### config.mk
export PLATFORM = sky130hd
export DESIGN_NAME = shc_regfile
export DESIGN_NICKNAME = d
export VERILOG_FILES = /design/src/rtl/shc_regs_pkg.sv /design/src/rtl/shc_rw_bank.sv /design/src/rtl/shc_irq_sts.sv /design/src/rtl/shc_doorbell.sv /design/src/rtl/shc_regfile.sv
export SDC_FILE = /design/constraint.sdc
export NUM_CORES = 2
export LEC_CHECK = 0
export BUFFER_PORTS_ARGS = -buffer_cell sky130_fd_sc_hd__buf_2
export CORE_ASPECT_RATIO = 1.1
export CORE_MARGIN = 1
export CORE_UTILIZATION = 55
export CTS_BUF_LIST = sky130_fd_sc_hd__clkbuf_8 sky130_fd_sc_hd__clkbuf_16
export CTS_CLUSTER_SIZE = 20
export DETAILED_ROUTE_END_ITERATION = 10
export PLACE_DENSITY = 0.82
export SLEW_MARGIN = 15
export SYNTH_ARGS = -nofsm -noshare
export SYNTH_HDL_FRONTEND = slang
export SYNTH_HIERARCHICAL = 1
export SYNTH_SLANG_ARGS = --single-unit
export TNS_END_PERCENT = 1
### constraint.sdc
create_clock -name clk -period 4.3 [get_ports clk]
set_input_delay 0.215 -clock clk [delete_from_list [all_inputs] [get_ports clk]]
set_output_delay 0.215 -clock clk [all_outputs]
set_load 0.1 [all_outputs]
### src/rtl/shc_regs_pkg.sv
package shc_regs_pkg;

  localparam int REG_AW = 8;
  localparam int REG_DW = 32;
  localparam int NLIST  = 2;

  // Byte offsets
  localparam logic [REG_AW-1:0] A_CAP   = 8'h00;
  localparam logic [REG_AW-1:0] A_VER   = 8'h08;
  localparam logic [REG_AW-1:0] A_DEVID = 8'h10;
  localparam logic [REG_AW-1:0] A_VENID = 8'h14;
  localparam logic [REG_AW-1:0] A_ISTS  = 8'h20;
  localparam logic [REG_AW-1:0] A_IEN   = 8'h24;
  localparam logic [REG_AW-1:0] A_HSTS  = 8'h30;
  localparam logic [REG_AW-1:0] A_HEN   = 8'h34;
  localparam logic [REG_AW-1:0] A_ERR0  = 8'h38;
  localparam logic [REG_AW-1:0] A_ERR1  = 8'h3C;
  localparam logic [REG_AW-1:0] A_ERR2  = 8'h40;
  localparam logic [REG_AW-1:0] A_ERR3  = 8'h44;
  localparam logic [REG_AW-1:0] A_ERR4  = 8'h48;
  localparam logic [REG_AW-1:0] A_AGGR  = 8'h4C;
  localparam logic [REG_AW-1:0] A_XBLO  = 8'h50;
  localparam logic [REG_AW-1:0] A_XBHI  = 8'h54;
  localparam logic [REG_AW-1:0] A_XDB   = 8'h58;
  localparam logic [REG_AW-1:0] A_XCLR  = 8'h5C;
  localparam logic [REG_AW-1:0] A_XRUN  = 8'h60;
  localparam logic [REG_AW-1:0] A_TBLO  = 8'h70;
  localparam logic [REG_AW-1:0] A_TBHI  = 8'h74;
  localparam logic [REG_AW-1:0] A_TDB   = 8'h78;
  localparam logic [REG_AW-1:0] A_TCLR  = 8'h7C;
  localparam logic [REG_AW-1:0] A_TRUN  = 8'h80;
  localparam logic [REG_AW-1:0] A_CMD   = 8'h90;
  localparam logic [REG_AW-1:0] A_ARG1  = 8'h94;
  localparam logic [REG_AW-1:0] A_ARG2  = 8'h98;
  localparam logic [REG_AW-1:0] A_ARG3  = 8'h9C;

  // Doorbell offsets, index 0 = transfer list, 1 = task list
  localparam logic [REG_AW-1:0] DB_ADDR [NLIST] = '{8'h58, 8'h78};

  // Slots of the plain read/write bank
  localparam int B_IEN   = 0;
  localparam int B_HEN   = 1;
  localparam int B_ERR0  = 2;
  localparam int B_AGGR  = 7;
  localparam int B_XBLO  = 8;
  localparam int B_XBHI  = 9;
  localparam int B_XCLR  = 10;
  localparam int B_XRUN  = 11;
  localparam int B_TBLO  = 12;
  localparam int B_TBHI  = 13;
  localparam int B_TCLR  = 14;
  localparam int B_TRUN  = 15;
  localparam int B_CMD   = 16;
  localparam int B_ARG1  = 17;
  localparam int B_COUNT = 20;
  localparam int SLOT_W  = $clog2(B_COUNT);

  // Fixed values
  localparam logic [REG_DW-1:0] CAP_BASE  = 32'h0607_0000;
  localparam logic [REG_DW-1:0] CAP_SLOTM = 32'h0000_001F;
  localparam logic [REG_DW-1:0] VER_VAL   = 32'h0001_0000;
  localparam logic [REG_DW-1:0] HSTS_RST  = 32'h0000_0008;
  localparam int                READY_BIT = 3;

  // Maps an offset to its bank slot, -1 when it has none
  function automatic int bank_slot(input logic [REG_AW-1:0] a);
    case (a)
      A_IEN:  return B_IEN;
      A_HEN:  return B_HEN;
      A_ERR0: return B_ERR0;
      A_ERR1: return B_ERR0 + 1;
      A_ERR2: return B_ERR0 + 2;
      A_ERR3: return B_ERR0 + 3;
      A_ERR4: return B_ERR0 + 4;
      A_AGGR: return B_AGGR;
      A_XBLO: return B_XBLO;
      A_XBHI: return B_XBHI;
      A_XCLR: return B_XCLR;
      A_XRUN: return B_XRUN;
      A_TBLO: return B_TBLO;
      A_TBHI: return B_TBHI;
      A_TCLR: return B_TCLR;
      A_TRUN: return B_TRUN;
      A_CMD:  return B_CMD;
      A_ARG1: return B_ARG1;
      A_ARG2: return B_ARG1 + 1;
      A_ARG3: return B_ARG1 + 2;
      default: return -1;
    endcase
  endfunction

endpackage

### src/rtl/shc_rw_bank.sv
module shc_rw_bank #(
  parameter int N  = 4,
  parameter int DW = 32
) (
  input  logic                  clk,
  input  logic                  rst_n,
  input  logic [N-1:0]          wr_sel_i,
  input  logic [DW-1:0]         wdata_i,
  output logic [N-1:0][DW-1:0]  q_o
);

  always_ff @(posedge clk or negedge rst_n) begin
    if (!rst_n) begin
      q_o <= '0;
    end else begin
      for (int i = 0; i < N; i++) begin
        if (wr_sel_i[i]) q_o[i] <= wdata_i;
      end
    end
  end

  // at most one slot written per cycle
  p_one_slot_r9: assert property (@(posedge clk) disable iff (!rst_n)
    $onehot0(wr_sel_i));

  for (genvar g = 0; g < N; g++) begin : g_hold
    // an unselected slot keeps its value
    p_slot_hold_r9: assert property (@(posedge clk) disable iff (!rst_n)
      !wr_sel_i[g] |=> $stable(q_o[g]));
    // a selected slot takes the write data
    p_slot_load_r9: assert property (@(posedge clk) disable iff (!rst_n)
      wr_sel_i[g] |=> q_o[g] == $past(wdata_i));
  end

endmodule

### src/rtl/shc_irq_sts.sv
module shc_irq_sts #(
  parameter int DW = 32
) (
  input  logic          clk,
  input  logic          rst_n,
  input  logic          rd_clr_i,
  input  logic [DW-1:0] set_i,
  output logic [DW-1:0] sts_o
);

  always_ff @(posedge clk or negedge rst_n) begin
    if (!rst_n) sts_o <= '0;
    else        sts_o <= (rd_clr_i ? '0 : sts_o) | set_i;
  end

  // after a clearing read only the coincident set pulses remain
  p_clear_keeps_set_r4: assert property (@(posedge clk) disable iff (!rst_n)
    rd_clr_i |=> sts_o == $past(set_i));

  // without a clearing read no bit drops
  p_sticky_r5: assert property (@(posedge clk) disable iff (!rst_n)
    !rd_clr_i |=> (sts_o & $past(sts_o)) == $past(sts_o));

  // every pulsed bit lands
  p_set_lands_r5: assert property (@(posedge clk) disable iff (!rst_n)
    (|set_i) |=> (sts_o & $past(set_i)) == $past(set_i));

endmodule

### src/rtl/shc_doorbell.sv
module shc_doorbell #(
  parameter int DW = 32
) (
  input  logic          clk,
  input  logic          rst_n,
  input  logic          wr_i,
  input  logic [DW-1:0] wdata_i,
  input  logic [DW-1:0] clr_i,
  output logic [DW-1:0] db_o
);

  logic [DW-1:0] add;
  assign add = wr_i ? wdata_i : '0;

  always_ff @(posedge clk or negedge rst_n) begin
    if (!rst_n) db_o <= '0;
    else        db_o <= (db_o | add) & ~clr_i;
  end

  // with no clear mask a doorbell bit never falls
  p_no_drop_r6: assert property (@(posedge clk) disable iff (!rst_n)
    (clr_i == '0) |=> (db_o & $past(db_o)) == $past(db_o));

  // masked bits are zero afterwards, even against a write
  p_clear_wins_r7: assert property (@(posedge clk) disable iff (!rst_n)
    (|clr_i) |=> (db_o & $past(clr_i)) == '0);

endmodule

### src/rtl/shc_regfile.sv
module shc_regfile
  import shc_regs_pkg::*;
#(
  parameter int          NSLOTS    = 32,
  parameter logic [31:0] DEV_ID    = 32'h5EED_0001,
  parameter logic [31:0] VENDOR_ID = 32'h0000_1D0C
) (
  input  logic        clk,
  input  logic        rst_n,
  input  logic [7:0]  reg_addr_i,
  input  logic        reg_wr_en_i,
  input  logic [31:0] reg_wdata_i,
  input  logic        reg_rd_en_i,
  output logic [31:0] reg_rdata_o,
  input  logic [31:0] irq_set_i,
  input  logic [31:0] xfer_db_clr_i,
  input  logic [31:0] task_db_clr_i,
  output logic [31:0] xfer_db_o,
  output logic [31:0] task_db_o,
  output logic [63:0] xfer_base_o,
  output logic [63:0] task_base_o
);

  localparam logic [REG_DW-1:0] CAP_VAL = CAP_BASE | (32'(NSLOTS) & CAP_SLOTM);

  // ---------------- decode ----------------
  int                        slot;
  logic                      slot_hit;
  logic [SLOT_W-1:0]         slot_idx;
  logic [B_COUNT-1:0]        bank_sel;
  logic [B_COUNT-1:0][REG_DW-1:0] bank_q;

  always_comb begin
    slot     = bank_slot(reg_addr_i);
    slot_hit = (slot >= 0);
    slot_idx = slot[SLOT_W-1:0];
  end

  for (genvar i = 0; i < B_COUNT; i++) begin : g_sel
    assign bank_sel[i] = reg_wr_en_i && slot_hit && (slot_idx == SLOT_W'(i));
  end

  shc_rw_bank #(.N(B_COUNT), .DW(REG_DW)) u_bank (
    .clk      (clk),
    .rst_n    (rst_n),
    .wr_sel_i (bank_sel),
    .wdata_i  (reg_wdata_i),
    .q_o      (bank_q)
  );

  // ---------------- interrupt status ----------------
  logic              irq_rd_clr;
  logic [REG_DW-1:0] irq_sts;

  assign irq_rd_clr = reg_rd_en_i && (reg_addr_i == A_ISTS);

  shc_irq_sts #(.DW(REG_DW)) u_irq (
    .clk      (clk),
    .rst_n    (rst_n),
    .rd_clr_i (irq_rd_clr),
    .set_i    (irq_set_i),
    .sts_o    (irq_sts)
  );

  // ---------------- doorbells ----------------
  logic [NLIST-1:0][REG_DW-1:0] db_clr;
  logic [NLIST-1:0][REG_DW-1:0] db_q;

  assign db_clr[0] = xfer_db_clr_i;
  assign db_clr[1] = task_db_clr_i;

  for (genvar l = 0; l < NLIST; l++) begin : g_db
    shc_doorbell #(.DW(REG_DW)) u_db (
      .clk     (clk),
      .rst_n   (rst_n),
      .wr_i    (reg_wr_en_i && (reg_addr_i == DB_ADDR[l])),
      .wdata_i (reg_wdata_i),
      .clr_i   (db_clr[l]),
      .db_o    (db_q[l])
    );
  end

  assign xfer_db_o = db_q[0];
  assign task_db_o = db_q[1];

  // ---------------- controller status / ready ----------------
  logic [REG_DW-1:0] xblo_n, xbhi_n, tblo_n, tbhi_n;
  logic              base_wr, ready_set;
  logic [REG_DW-1:0] hsts;

  always_comb begin
    xblo_n    = bank_sel[B_XBLO] ? reg_wdata_i : bank_q[B_XBLO];
    xbhi_n    = bank_sel[B_XBHI] ? reg_wdata_i : bank_q[B_XBHI];
    tblo_n    = bank_sel[B_TBLO] ? reg_wdata_i : bank_q[B_TBLO];
    tbhi_n    = bank_sel[B_TBHI] ? reg_wdata_i : bank_q[B_TBHI];
    base_wr   = bank_sel[B_XBLO] | bank_sel[B_XBHI] | bank_sel[B_TBLO] | bank_sel[B_TBHI];
    ready_set = base_wr && (|(xblo_n | xbhi_n)) && (|(tblo_n | tbhi_n));
  end

  always_ff @(posedge clk or negedge rst_n) begin
    if (!rst_n)                                   hsts <= HSTS_RST;
    else if (reg_wr_en_i && reg_addr_i == A_HSTS) hsts <= reg_wdata_i;
    else if (ready_set)                           hsts[READY_BIT] <= 1'b1;
  end

  assign xfer_base_o = {bank_q[B_XBHI], bank_q[B_XBLO]};
  assign task_base_o = {bank_q[B_TBHI], bank_q[B_TBLO]};

  // ---------------- read path ----------------
  logic [REG_DW-1:0] rd_mux;

  always_comb begin
    rd_mux = '0;
    case (reg_addr_i)
      A_CAP:   rd_mux = CAP_VAL;
      A_VER:   rd_mux = VER_VAL;
      A_DEVID: rd_mux = DEV_ID;
      A_VENID: rd_mux = VENDOR_ID;
      A_ISTS:  rd_mux = irq_sts;
      A_HSTS:  rd_mux = hsts;
      A_XDB:   rd_mux = db_q[0];
      A_TDB:   rd_mux = db_q[1];
      default: if (slot_hit) rd_mux = bank_q[slot_idx];
    endcase
  end

  always_ff @(posedge clk or negedge rst_n) begin
    if (!rst_n)           reg_rdata_o <= '0;
    else if (reg_rd_en_i) reg_rdata_o <= rd_mux;
  end

  // read data holds between read strobes
  p_rdata_hold_r3: assert property (@(posedge clk) disable iff (!rst_n)
    !reg_rd_en_i |=> $stable(reg_rdata_o));

  // a base write leaving both lists programmed raises the ready bit
  p_ready_after_base_r8: assert property (@(posedge clk) disable iff (!rst_n)
    base_wr |=> (!((|xfer_base_o) && (|task_base_o)) || hsts[READY_BIT]));

  // exported bases only move on a write
  p_base_stable_r10: assert property (@(posedge clk) disable iff (!rst_n)
    !reg_wr_en_i |=> ($stable(xfer_base_o) && $stable(task_base_o)));

endmodule

After elaboration in Yosys (flattened, before gate mapping)
Cells that the tools add are included.

Register bits after elaboration: 800. Latch bits: 0. Memory bits (writable): 0. Memory bits (read-only): 0. Bits of input ports: 140. Output and inout bits: 224. Word-level logic and storage cells: 132. Memories kept: 0.

$add $sub $neg: 0. $mul: 0. Div/mod/pow operators: 0. Magnitude comparators: 2. Eq/ne operators: 46. Shifts and indexed selects: 0. Multiplexer cells: 14. Bitwise logic cells: 12. Reductions and logical operators: 32.

Operators by type and width (count): case mux 32 bit (20 select lines) (1); two-way mux 32 bit (9); case mux 32 bit (8 select lines) (1); binary-select mux 32 bit (select 5 bit) (1); bitwise OR 32 bit (5); == test 8 x 7 -> 1 bit (second input constant) (13); AND 32 bit (2); inverter 32 bit (2); OR reduction 32 bit (2); == test 8 x 6 -> 1 bit (second input constant) (6); == test 5 x 4 -> 1 bit (second input constant) (8); == test 8 bit (second input constant) (5); >= comparator 32 x 1 -> 1 bit (second input constant) (1); logical AND 1 bit (27); == test 5 x 3 -> 1 bit (second input constant) (4); == test 5 bit (second input constant) (4); == test 8 x 5 -> 1 bit (second input constant) (2); == test 5 x 2 -> 1 bit (second input constant) (2); == test 8 x 4 -> 1 bit (second input constant) (1); logical NOT 8 bit (1); less-than comparator 5 x 6 -> 1 bit (second input constant) (1); == test 5 x 1 -> 1 bit (second input constant) (1); logical NOT 5 bit (1); bitwise OR 1 bit (3); 2 further kinds (3).

Depth between registers and ports, before layout
Depth in word-level cells: 12. Gate-level depth with buffers: 13. Depth with buffers taken out: 8.

Modules after synthesis
Netlist, hierarchy kept.

Modules (own cells, without submodules): shc_rw_bank (times used 1, cells each 1424, area an instance 24786.3 µm², seq. area each 16015.4 µm²); shc_regfile (times used 1, cells each 1278, area an instance 9476.6 µm², seq. area each 1602.8 µm²); shc_doorbell (times used 2, cells each 99, area an instance 1114.8 µm², seq. area each 800.8 µm²); shc_irq_sts (times used 1, cells each 68, area an instance 1081.0 µm², seq. area each 800.8 µm²).

Worst setup path after synthesis
Ideal clock, no wire load.

Path type: in2reg. From: in reg_addr_i[6]. To: reg u_bank/q_o[65] (netlist bit). Library setup time: 0.125 ns. Arrival time: 2.867 ns. Required time: 4.175 ns. Slack: 1.308 ns. Stages on the path: 12. Path buffers: 5. Path through: or4_1 buf_2 or3_4 and2_1 buf_2 nor2_2 buf_2 nand3_1 nor2_1 buf_6 buf_6 mux2_2.

Cells in the longest elaborated chain, start to end: 5. Elaborated cells between the ends (all ways): 25. Those cells by class: 1 x order compare; 21 x eq/ne; 1 x mux; 2 x reduce/logical.

Ends and longest elaborated chain: start, declared (line shc_regfile.sv:10) `input logic [7:0] reg_addr_i,`; == test 8 bit (tied with other cells) (line shc_regs_pkg.sv:67) `case (a)`; case mux 32 bit (20 select lines) (*) (line shc_regs_pkg.sv:67); >= comparator 32 x 1 -> 1 bit (line shc_regfile.sv:35) `slot_hit = (slot >= 0);`; logical AND 1 bit (line shc_regfile.sv:40) `assign bank_sel[i] = reg_wr_en_i && slot_hit && (slot_idx == SLOT_W'(i));`; logical AND 1 bit (*) (line shc_regfile.sv:40); net bank_sel[2] (line shc_regfile.sv:30) `logic [B_COUNT-1:0] bank_sel;`; end signal, assigned by index (line shc_rw_bank.sv:17) `if (wr_sel_i[i]) q_o[i] <= wdata_i;`; end, declared (line shc_rw_bank.sv:9) `output logic [N-1:0][DW-1:0] q_o`.

Mark *: on every way through the listed nets, which the timed path passes. The rest lies on a longest branch. A chain may end at the register's enable or synchronous reset.

Worst setup path after layout
From: in reg_addr_i[7]. To: reg reg_rdata_o[15].

Cells in the longest elaborated chain, start to end: 6. Elaborated cells between the ends (all ways): 34. Those cells by class: 1 x order compare; 27 x eq/ne; 5 x mux; 1 x reduce/logical.

Ends and longest elaborated chain: branches (longest 5 deep; another with >= comparator 32 x 1 -> 1 bit); case mux 32 bit (8 select lines) (*) (line shc_regfile.sv:114) `case (reg_addr_i)`; end signal, assigned (line shc_regfile.sv:129) `else if (reg_rd_en_i) reg_rdata_o <= rd_mux;`; end, declared (line shc_regfile.sv:14) `output logic [31:0] reg_rdata_o,`.

Mark *: on every way between the ends. The select of a mux whose other input is x is not followed.

==> impl_metrics.tcl <==
set metrics [dict create \
    outcome "complete, no violations" \
    peakVddDrop_mv 0.259 \
    synthArstFlopShare_pct 100 \
    routed_wl_um 143000 \
    cp-endpoint "reg_rdata_o[15]" \
    clock_latency_ps 650 \
    ctsResizeCount 0 \
    synthesis.nets 3108 \
    ys_top_cells_by_count "dfrtp_1, mux2_2, nor2_1" \
    rr_endpoint "hsts[3]" \
    yosysMostFrequentCell "dfrtp_1" \
    finalPower_uw 17600 \
    synth_top_area_share_pct 53.2 \
    synth_area_um2 37600 \
    power-per-cell-area_nw_per_um2 402 \
    cts_sinks 800 \
    crit_slowest_cell "o21ai_0" \
    min_period_ps 3220 \
    die_w_um 251 \
    overflow 0 \
    cpMostUsedCell "a211oi_1" \
    gp_congestion 0.997 \
    timing.final.ws_setup_ps 1080 \
    io_buffers 363 \
    met1_usage_pct 49.2 \
    grt.busiest_layer "met2" \
    ys_types 92 \
    grt.met3_usage_pct 16.6 \
    synth-xor-area-share_pct 0 \
    drtIter0Drc 4263 \
    dpl.hpwl_um 91400 \
    h-tree-depth 3 \
    max_cap_viol_count 0 \
    io_pins 364 \
    fmax_mhz 311 \
    critPathLaunch "reg_addr_i[7]" \
    cp_num_cells 10 \
    design.core.area_um2 67600 \
    worstPathMaxFanout 13 \
    synth_compound_area_share_pct 11.6 \
    yosysSeqAreaShare_pct 53.3 \
    synth_edf_count 0 \
    root_buffer "clkbuf_16" \
    synthMuxAreaShare_pct 22.7 \
    cts_tree "yes" \
    track_usage_pct 41.0 \
    finalClockSkew_ps 25.9 \
    timing.reg2reg.worst_path_depth 6 \
    rsz0062_at_grt "false" \
    cpPeakStageDelay_ps 910 \
    cts_made_buffers 79 \
    vias_per_cell 7.00 \
    required_ps 4820 \
    row_count 100 \
    die_height_um 276 \
    drive_above_1_share_pct 40.0 \
    grt_pass1_vias 30300 \
    min_period_over_period_pct 74.8 \
    n_fill_cell 4789 \
    worst_setup_path_start_kind "input port" \
    grt_pass1_wl_um 207000 \
    whs_path_depth 3 \
    firstDrtPassIters 8 \
    syn_avg_cell_area_um2 12.7 \
    clk_pin_slew_ps 60 \
    grt_antenna_before_repair 12 \
    use_met2_pct 58.0 \
    timing.slew.headroom_pct 19.0 \
    drc_errors 0 \
    rr_startpoint "u_bank/q_o[283]" \
    syn_inst 2968 \
    wire_per_inst_um 33.2 \
    die_area_um2 69400 \
    critPathCaptureType "register" \
    leakagePower_uw 0.0208 \
    fin_tns_setup_ps 0 \
    r2r_setup_slack_ps 1790 \
    hp-class "in -> reg" \
    vias 30000 \
    yosys.area_share.simple_pct 7.32 \
    worst_pin_slew_ps 1210 \
    finalHoldViolCount 0 \
    final_util_pct 64.8 \
    synthAdderAreaFrac_pct 0 \
    crit_chain "buf_2, or4_1, or3_4, nand2_1, nand2b_2, buf_4, o21ai_0, a211oi_1, a211oi_1, a211oi_1" \
    ys_top_cells_by_area "dfrtp_1, mux2_2, mux2_4" \
    synth_top_family_by_area "multiplexers" \
    ant_nets 0 \
    setup_viol 0 \
    yosys_warnings 6 \
    clockBufferDepth 3 \
    final_nets 3503 \
    syn2layout_area_growth_pct 16.5 \
    criticalPathCategory "in -> reg" \
    start_util_pct 55.6 \
    ys_ff_latch 800 \
    pre_cts_slack_ps 597 \
    grt_max_degree 104 \
    arrival_ps 3740 \
    slew_violations 0 \
    synth_ff_type "dfrtp_1" \
    path_buf_inv 2 \
    cpLargestDelayFamily "simple AND/OR/NAND/NOR gates" \
    yosys.area.top_type "dfrtp_1" \
]
[flip-flops by register name (all words and copies together), names as in the netlist]
| signal | count |
|---|---|
| u_irq/sts_o | 32 |
| g_db.u_db/db_o | 64 |
| u_bank/q_o | 640 |
| reg_rdata_o | 32 |
| hsts | 32 |
[worst min-delay path, stage by stage]
cell and delay [ps]:
buf_2 220, a21oi_1 180, nor2_1 50
[placed cells by master (no fill, tap or decap), types with 9 or more instances in the layout]
master	synthesis	routed
a211oi_1	17	17
a31oi_1	11	11
o211ai_1	10	10
a32oi_1	12	12
nand4_1	32	32
mux2i_1	50	50
a21oi_1	104	103
buf_12	2	29
o221ai_1	35	35
nand2_1	168	167
a22oi_1	71	71
nor3_1	22	19
nor2_4	1	21
a21o_1	33	33
a221oi_1	30	30
nand3_1	51	51
nor2_1	185	164
mux2_4	108	108
nor4_1	48	46
o22a_1	39	39
mux2_2	568	568
a311oi_1	10	10
and3_1	9	9
dfrtp_1	799	799
clkbuf_16	0	81
clkinv_2	0	9
buf_2	41	362
inv_1	7	25
dlygate4sd3_1	0	97
a22o_1	31	31
o21ai_0	46	45
o22ai_1	33	33
and2_1	13	13
buf_4	19	101
clkbuf_8	0	17
[power breakdown]
group / internal [uW] / leakage, uW / switching (uW)
Combinational: 732 / 0.00863 / 1510
Clock: 4140 / 0.00138 / 3040
Sequential: 7910 / 0.0108 / 276
Total: 12800 / 0.0208 / 4830
[metal layers]
metal,vias up,part of all wire [%]
li1,11800,-
met1,15100,34
met2,2419,42
met3,744,14
met4,10,10
met5,-,0.042
[through the flow]
step	area, um^2	hold slack, ps	cells
finish	43800	71.2	4293
global route	43800	83.0	4288
CTS	43800	49.6	4288
detailed placement	40100	336	4052
global placement	40100	331	4052
floorplan	37600	-80.6	2968
[layout make-up]
type / count / area, um^2 / share of cell area [%]
flip-flops and latches: 800 / 20000 / 45.7
multi-input cells: 1884 / 15800 / 36.2
diodes: 5 / 12.5 / 0.0286
well taps: 867 / 1080 / 2.48
inverters: 8 / 30.0 / 0.0686
repair buffers: 590 / 4140 / 9.45
clock inverters: 41 / 400 / 0.915
clock buffers: 98 / 2260 / 5.16
[cells by family (layout without fill, tap and decap cells)]
family	after synthesis	after routing
flip-flops	800	800
other	0	5
multiplexers	726	726
buffers and inverters	284	737
AO/OA/AOI/OAI	580	580
AND/OR/NAND/NOR	578	578
[how the worst min path moves through the flow]
stage,end,startpoint
final,g_db[1].u_db/db_o[3],reg_wdata_i[3]
after global routing,g_db[1].u_db/db_o[3],reg_wdata_i[3]
after CTS,g_db[1].u_db/db_o[3],reg_wdata_i[3]
after detailed placement,g_db[0].u_db/db_o[0],rst_n
after global placement,g_db[1].u_db/db_o[0],rst_n
after floorplan,g_db[0].u_db/db_o[0],rst_n
[timing repair]
| item | in CTS | in global routing |
|---|---|---|
| hold buffers | 97 | 0 |
| buffers inserted | 0 | 0 |
| endpoints found under the hold margin | 186 | 0 |
Note: power is estimated with default switching activity, not from simulation.
